## src/rtl/lin_mode_pkg.sv

```systemverilog
package lin_mode_pkg;
   typedef enum logic [1:0] {
      MODE_OFF    = 2'd0,
      MODE_STBY   = 2'd1,
      MODE_SLEEP  = 2'd2,
      MODE_NORMAL = 2'd3
   } lin_mode_e;
endpackage

```

## src/rtl/lin_msel_timer.sv

```systemverilog
module lin_msel_timer #(
   parameter int SEL_OPEN  = 5,
   parameter int SEL_CLOSE = 15
) (
   input  logic clk,
   input  logic rst_n,
   input  logic run_i,
   input  logic txd_i,
   output logic close_o,
   output logic pick_stby_o
);
   localparam int CW = $clog2(SEL_CLOSE + 1);
   localparam logic [CW-1:0] OPEN_IDX  = CW'(SEL_OPEN - 1);
   localparam logic [CW-1:0] CLOSE_IDX = CW'(SEL_CLOSE - 1);

   generate
      if (SEL_OPEN < 1 || SEL_CLOSE <= SEL_OPEN) begin : g_bad_window
         $error("lin_msel_timer: need 1 <= SEL_OPEN < SEL_CLOSE");
      end
   endgenerate

   logic [CW-1:0] cnt_q;
   logic          pick_q;

   assign close_o     = run_i && (cnt_q == CLOSE_IDX);
   assign pick_stby_o = pick_q;

   always_ff @(posedge clk or negedge rst_n) begin
      if (!rst_n) begin
         cnt_q  <= '0;
         pick_q <= 1'b1;
      end else begin
         if (!run_i || close_o) cnt_q <= '0;
         else                   cnt_q <= cnt_q + 1'b1;
         if (run_i && cnt_q == OPEN_IDX) pick_q <= txd_i;
      end
   end
endmodule

```

## src/rtl/lin_mode_fsm.sv

```systemverilog
module lin_mode_fsm
   import lin_mode_pkg::*;
(
   input  logic      clk,
   input  logic      rst_n,
   input  logic      en_i,
   input  logic      sup_low_i,
   input  logic      sup_good_i,
   input  logic      temp_hot_i,
   input  logic      temp_ok_i,
   input  logic      wake_i,
   input  logic      win_close_i,
   input  logic      pick_stby_i,
   output lin_mode_e mode_q_o,
   output lin_mode_e mode_d_o,
   output logic      run_o
);
   lin_mode_e mode_q, mode_d;

   always_comb begin
      mode_d = mode_q;
      if (sup_low_i) begin
         mode_d = MODE_OFF;
      end else begin
         unique case (mode_q)
            MODE_OFF:    if (sup_good_i && temp_ok_i) mode_d = MODE_STBY;
            MODE_STBY:   if (temp_hot_i) mode_d = MODE_OFF;
                         else if (en_i) mode_d = MODE_NORMAL;
            MODE_SLEEP:  if (en_i) mode_d = MODE_NORMAL;
                         else if (wake_i) mode_d = MODE_STBY;
            MODE_NORMAL: if (temp_hot_i) mode_d = MODE_OFF;
                         else if (win_close_i)
                            mode_d = pick_stby_i ? MODE_STBY : MODE_SLEEP;
            default:     mode_d = MODE_OFF;
         endcase
      end
   end

   always_ff @(posedge clk or negedge rst_n) begin
      if (!rst_n) mode_q <= MODE_OFF;
      else        mode_q <= mode_d;
   end

   assign run_o    = (mode_q == MODE_NORMAL) && !en_i;
   assign mode_q_o = mode_q;
   assign mode_d_o = mode_d;
endmodule

```

## src/rtl/lin_tx_gate.sv

```systemverilog
module lin_tx_gate
   import lin_mode_pkg::*;
(
   input  logic      clk,
   input  logic      rst_n,
   input  lin_mode_e cur_mode_i,
   input  lin_mode_e nxt_mode_i,
   input  logic      en_i,
   input  logic      txd_i,
   output logic      tx_en_o
);
   logic armed_q, armed_d;

   always_comb begin
      armed_d = (nxt_mode_i == MODE_NORMAL) && en_i &&
                (txd_i || (armed_q && cur_mode_i == MODE_NORMAL));
   end

   always_ff @(posedge clk or negedge rst_n) begin
      if (!rst_n) armed_q <= 1'b0;
      else        armed_q <= armed_d;
   end

   assign tx_en_o = armed_q;
endmodule

```

## src/rtl/lin_mode_ctrl.sv

```systemverilog
module lin_mode_ctrl
   import lin_mode_pkg::*;
#(
   parameter int SEL_OPEN  = 5,
   parameter int SEL_CLOSE = 15
) (
   input  logic       clk,
   input  logic       rst_n,
   input  logic       en_i,
   input  logic       txd_i,
   input  logic       sup_low_i,
   input  logic       sup_good_i,
   input  logic       temp_hot_i,
   input  logic       temp_ok_i,
   input  logic       wake_i,
   output logic [1:0] mode_o,
   output logic       tx_en_o
);
   lin_mode_e mode_q, mode_d;
   logic      run, win_close, pick_stby;

   lin_msel_timer #(.SEL_OPEN(SEL_OPEN), .SEL_CLOSE(SEL_CLOSE)) u_timer (
      .clk         (clk),
      .rst_n       (rst_n),
      .run_i       (run),
      .txd_i       (txd_i),
      .close_o     (win_close),
      .pick_stby_o (pick_stby)
   );

   lin_mode_fsm u_fsm (
      .clk         (clk),
      .rst_n       (rst_n),
      .en_i        (en_i),
      .sup_low_i   (sup_low_i),
      .sup_good_i  (sup_good_i),
      .temp_hot_i  (temp_hot_i),
      .temp_ok_i   (temp_ok_i),
      .wake_i      (wake_i),
      .win_close_i (win_close),
      .pick_stby_i (pick_stby),
      .mode_q_o    (mode_q),
      .mode_d_o    (mode_d),
      .run_o       (run)
   );

   lin_tx_gate u_gate (
      .clk        (clk),
      .rst_n      (rst_n),
      .cur_mode_i (mode_q),
      .nxt_mode_i (mode_d),
      .en_i       (en_i),
      .txd_i      (txd_i),
      .tx_en_o    (tx_en_o)
   );

   assign mode_o = mode_q;
endmodule

```

## config.mk

```make
export PLATFORM = sky130hd
export DESIGN_NAME = lin_mode_ctrl
export DESIGN_NICKNAME = d
export VERILOG_FILES = /design/src/rtl/lin_mode_pkg.sv /design/src/rtl/lin_msel_timer.sv /design/src/rtl/lin_mode_fsm.sv /design/src/rtl/lin_tx_gate.sv /design/src/rtl/lin_mode_ctrl.sv
export SDC_FILE = /design/constraint.sdc
export NUM_CORES = 1
export LEC_CHECK = 0
export BUFFER_PORTS_ARGS = -buffer_cell sky130_fd_sc_hd__clkbuf_2
export CORE_AREA = 2 2 39 41
export DETAILED_ROUTE_END_ITERATION = 10
export DIE_AREA = 0 0 41 43
export GPL_TIMING_DRIVEN = 0
export PLACE_DENSITY = 0.6
export SETUP_SLACK_MARGIN = 0.2
export SYNTH_ARGS = -nofsm -noshare
export SYNTH_HDL_FRONTEND = slang
export SYNTH_SLANG_ARGS = --single-unit
```

## constraint.sdc

```tcl
create_clock -name clk -period 2.2 [get_ports clk]
set_input_delay 0.33 -clock clk [delete_from_list [all_inputs] [get_ports clk]]
set_output_delay 0.33 -clock clk [all_outputs]
set_load 0.02 [all_outputs]
```

==> impl_metrics.ini, run 1 <==
[routing]
drc = 0
routed_wl_um = 870
vias = 356
vias_per_cell = 4.684
wire_per_inst_um = 11.45
drt-pass1-iter-count = 3
drt_iter0_drc = 2
ant_nets = 0

[pwr]
ir_drop_v = 0.0003205
p_clk_share_pct = 39.9
seq_power_share_pct = 49.9
combPwrFrac_pct = 10.2
power.density_mw_per_mm2 = 563.4
leakagePower_nw = 0.2552
internal_power_mw = 0.2345
netSwitchingPower_mw = 0.07562
switching_share_pct = 24.38

[critical_path]
crit_fanout = 8
path_delay_family = flip-flops
regToRegStartpoint = u_timer.cnt_q[0]
critPathLaunch = u_fsm.mode_q_o[1]
cp_cell_sequence = clkbuf_2
critPathMaxStageDelay_ns = 0.49
timing.rr.end = u_timer.pick_stby_o
reg2reg_depth = 5
criticalPathCategory = reg -> out
crit_slowest_cell = dfrtp_1
cp-endpoint = mode_o[1]
critPathRequiredTime_ns = 1.87
crit_arrival_ns = 0.97
end_kind = output port
start_kind = flop
timing.critical_path.buf_inv = 1
reg2reg_slack_ns = 0.96
crit_cells = 1

[floorplanning]
chipWidth_um = 41
start_util_pct = 31.74
core-area_mm2 = 0.001384
die_height_um = 43
ios = 12
rows = 14
die_area_mm2 = 0.001763

[synthesis]
synth_fp_nets = 56
ys_warn_count = 0
synth_edf_count = 0
synth_area_per_cell_um2 = 9.981
synthTopCellsByArea = dfrtp_1 40%, ha_1 8.5%, dfstp_2 6.0%, nor2_1 5.1%, nand2b_1 4.3%
synth_async_sr_flop_share_pct = 100.0
synth_seq_area_share_pct = 45.87
synth_largest_area_cell = dfrtp_1
synth-seq-cells = 8
synthCells = 44
synth_flop_cell = dfrtp_1
synth.distinct_cells = 23
yosys.area.top_type_share_pct = 39.89
synth_area_um2 = 439.2

[run]
maxCapViolCount = 0

[grt]
antenna_found_initial = 0
grt_pass1_wl_um = 1345
gr-total-overflow = 0
grt_pass1_vias = 316
grt_max_degree = 9
global_route.usage.total_pct = 11.98

[min_path]
min_path_type = in -> reg

[placed_design]
numPortBuffers = 11
dp_hpwl_um = 645.4
dpl_cell_area_um2 = 514.2
routabilityCongestion = 0.6258

[timing]
worst_pin_slew_ns = 0.2640
max_freq_mhz = 769.9
slew_violations = 0
finalCritPeriodShare_pct = 59.04
tns_ns = 0
post-route-min-period_ns = 1.299
setup_viol = 0
rsz0062_at_grt = false
skew_ns = 0.008093
hold_ws_ns = 0.2866
slew_headroom_pct = 82.40
final_hold_viol_count = 0

[cts]
cts_resized = 0
cts_num_sinks = 8
cts_buffers = 3
cts_root_buffer = clkbuf_4
htreeDepth = 1
cts_tree = yes
cts_buffer_depth = 2
path_clk_slew_ns = 0.06
clock_latency_ns = 0.26

[final_layout]
fin_nets = 73
drive_gt1_share_pct = 28.33
design_area_um2 = 550.5
mostFrequentLayoutCell = clkbuf_2
area_delta_synth_final_pct = 25.36
layout_common_cells = 11 x clkbuf_2, 7 x dfrtp_1, 6 x nor2_1
antenna_cells = 0

[status]
status = complete, no violations
## per-layer routing
layer  GRT usage [%]  up-vias  share of wire [%]
li1                -      186                  -
met1           15.00      157                 48
met2           15.31       11                 44
met3           4.712        2                6.4
met4           10.00        0                1.1
met5               0        -                  0
## cell families (layout without fill, tap and decap cells)
family                     count (synthesis)  in the layout  synth area share [%]
muxes                                      1              1                 2.564
buffers and inverters                      4             20                 3.418
AOI/OAI and AO/OA                          9              9                 14.25
adders and majority gates                  3              3                 8.548
and+or+nand+nor                           17             17                 21.37
xor gates and xnor gates                   2              2                 3.989
DFF                                        8              8                 45.87
## per-stage QoR
step	power, mW	cells	util [%]	setup WS (ns)
4_1_cts	0.3178	76	39.78	0.8899
3_3_place_gp	0.1873	71	37.16	0.9186
5_1_grt	0.3281	76	39.78	0.8441
2_1_floorplan	0.1707	44	-	0.9691
3_5_place_dp	0.1882	71	37.16	0.9009
6_report	0.3102	76	39.78	0.9012
## cell usage after synthesis (2+ instances only)
library cell / number
dfrtp_1: 7
nor2_1: 6
inv_1: 4
ha_1: 3
nand2_1: 3
nand2b_1: 3
nand3_1: 2
## worst register-to-register path: cells and delay by family, from the launching register on
kind,cells,cell delay [ns]
fa+ha+maj,1,0.14
simple gates,2,0.18
mux,1,0.33
buf+inv,1,0.09
flops,1,0.41
## worst min path at each step
stage          cells past startpoint      start           endpoint
6_report                           2  sup_low_i  u_fsm.mode_q_o[1]
5_1_grt                            2  sup_low_i  u_fsm.mode_q_o[1]
4_1_cts                            2  sup_low_i  u_fsm.mode_q_o[1]
3_5_place_dp                       1      rst_n   u_timer.cnt_q[2]
3_3_place_gp                       1      rst_n   u_timer.cnt_q[2]
2_1_floorplan                      0      rst_n  u_fsm.mode_q_o[0]
## layout make-up
type | count | area (um^2)
fill | 143 | 833.3
multi-input combinational | 32 | 222.7
sequential | 8 | 201.4
timing repair buffer | 12 | 65.06
clock buffer | 4 | 26.28
tap | 16 | 20.02
inverter | 4 | 15.01
## power groups by stage
stage          clock network (mW)  logic, mW  registers [mW]
4_1_cts                     0.131     0.0323           0.155
2_1_floorplan                   0     0.0112           0.160
5_1_grt                     0.137     0.0357           0.155
6_report                    0.124     0.0316           0.155
3_3_place_gp                    0     0.0300           0.157
3_5_place_dp                    0     0.0307           0.157
## registers in the layout (all words and copies together), names as in the netlist
| name | count |
|---|---|
| u_timer.pick_stby_o | 1 |
| u_timer.cnt_q | 4 |
| u_gate.tx_en_o | 1 |
| u_fsm.mode_q_o | 2 |
## what timing repair did
action	CTS	global route
hold buffers	1	0
buffers inserted	0	0
endpoints found under the hold margin	7	0
No activity file was read; power rests on OpenSTA's default activity.
==> run 2: changes to the inputs <==
==> constraint.sdc (replaced) <==
create_clock -name clk -period 1.26 [get_ports clk]
set_input_delay 0.189 -clock clk [delete_from_list [all_inputs] [get_ports clk]]
set_output_delay 0.189 -clock clk [all_outputs]
set_load 0.02 [all_outputs]
==> run 2 against run 1 <==
Against the previous run:
- die area is the same
- clock-buffer cell count stayed put
- setup slack lost 0.85 ns
- utilization grew 6.1 points
- routed wire length is 4.0% higher
- clock skew about the same
- first-iteration DRC count increased by 50%
- largest cell class unchanged
==> impl_metrics.ini, run 2 (synthesized netlist as in run 1, its figures left out) <==
[critical_path]
criticalPathCategory = reg -> reg
end_kind = flop
crit_fanout = 2
crit_arrival_ns = 1.38
start_kind = flop
critPathRequiredTime_ns = 1.43

[floorplanning]
core-area_mm2 = 0.001384
rows = 14
ios = 12
chipWidth_um = 41
die_height_um = 43
start_util_pct = 31.74
die_area_mm2 = 0.001763

[cts]
htreeDepth = 1
cts_tree = yes
path_clk_slew_ns = 0.06
cts_num_sinks = 8
cts_buffer_depth = 2
clock_latency_ns = 0.25
cts_root_buffer = clkbuf_4
cts_buffers = 3

[placed_design]
dp_slack_ns = 0.01215
numPortBuffers = 11
routabilityCongestion = 0.6279

[routing]
drc = 0
wire_per_inst_um = 11.04
routed_wl_um = 905
vias = 406
vias_per_cell = 4.951
ant_nets = 0
drt_iter0_drc = 3
drt-pass1-iter-count = 2

[final_layout]
drive_gt1_share_pct = 43.94
area_delta_synth_final_pct = 44.44
layout_common_cells = 9 x clkbuf_2, 6 x nor2_1, 5 x buf_4, 5 x dfrtp_1
fin_util_pct = 45.84
fill_cells = 136
multi_input_area_um2 = 242.7
mostFrequentLayoutCell = clkbuf_2
largest_reg_flops = 4
top_register = u_timer.cnt_q
ff_latch_area_um2 = 203.9
antenna_cells = 0
fin_nets = 79

[pwr]
ir_drop_v = 0.0005203
power.density_mw_per_mm2 = 864.6
combPwrFrac_pct = 12.9
leakagePower_nw = 0.2848
seq_power_share_pct = 49.0
netSwitchingPower_mw = 0.1273
p_clk_share_pct = 38.2
internal_power_mw = 0.4211
switching_share_pct = 23.22

[status]
status = complete, no violations

[timing]
rsz0062_at_grt = true
setup_viol = 0
worst_pin_slew_ns = 0.2117
slew_headroom_pct = 85.70
final_hold_viol_count = 0
slew_violations = 0
setup_ws_ns = 0.05579
post-route-min-period_ns = 1.204
finalCritPeriodShare_pct = 95.57
skew_ns = 0.007812
tns_ns = 0
max_freq_mhz = 830.4

[grt]
global_route.usage.total_pct = 11.36
grt_pass1_wl_um = 1311
gr-total-overflow = 0
antenna_found_initial = 0
grt_pass1_vias = 353
grt_max_degree = 9

[run]
maxCapViolCount = 0

[min_path]
min_path_type = in -> reg
[run 2: per-stage QoR]
step	cell area [um^2]	cells	hold slack, ns	total power [mW]
after floorplan	441.7	44	-0.1066	0.2990
after global placement	516.7	71	0.04573	0.3279
after detailed placement	516.7	71	0.04509	0.3287
after CTS	590.6	80	0.1324	0.5544
after global routing	634.4	82	0.1365	0.5871
final	634.4	82	0.1478	0.5484
[run 2: cell type report]
type / instances / area share, %
Clock buffer: 4 / 4.142
Inverter: 4 / 2.367
Multi-Input combinational cell: 32 / 38.26
Sequential cell: 8 / 32.15
Tap cell: 16 / 3.156
Timing Repair Buffer: 18 / 19.92
[run 2: worst max-delay path, cell delays in order (launching register included)]
cell and delay (ns):
dfrtp_1 0.39, inv_2 0.07, ha_1 0.15, nand2_1 0.06
nor3_2 0.13, mux2_1 0.33
[run 2: power groups by stage]
stage	Sequential (mW)	Combinational, mW	Clock [mW]
final	0.269	0.0705	0.209
after global routing	0.269	0.0779	0.240
after CTS	0.267	0.0653	0.222
after detailed placement	0.276	0.0530	0
after global placement	0.275	0.0526	0
after floorplan	0.279	0.0195	0
[run 2: worst paths after layout]
path                                   from             endpoint  slack (ns)  depth (start not counted)
max                        u_timer.cnt_q[0]  u_timer.pick_stby_o        0.06                          5
max in group asynchronous             rst_n  u_timer.pick_stby_o        0.70                          2
min                               sup_low_i    u_fsm.mode_q_o[1]        0.15                          2
max reg2reg                u_timer.cnt_q[0]  u_timer.pick_stby_o        0.06                          5
min reg2reg                u_timer.cnt_q[3]     u_timer.cnt_q[3]        0.61                          2
min in group asynchronous             rst_n     u_timer.cnt_q[0]        0.31                          2
[run 2: timing repair]
item	CTS	global route
cloned	0	0
pin swaps	1	2
hold buffers	1	0
setup buffers	4	2
endpoints found under the hold margin	7	0
setup endpoints to repair	9	10
gates resized for setup	3	9
[run 2: metal layers]
layer / routed length [um] / GRT usage (%) / vias to the layer above
li1: - / - / 197
met1: 400 / 12.96 / 194
met2: 444 / 17.19 / 13
met3: 43 / 3.141 / 2
met4: 17 / 8.000 / 0
met5: 0 / 0 / -
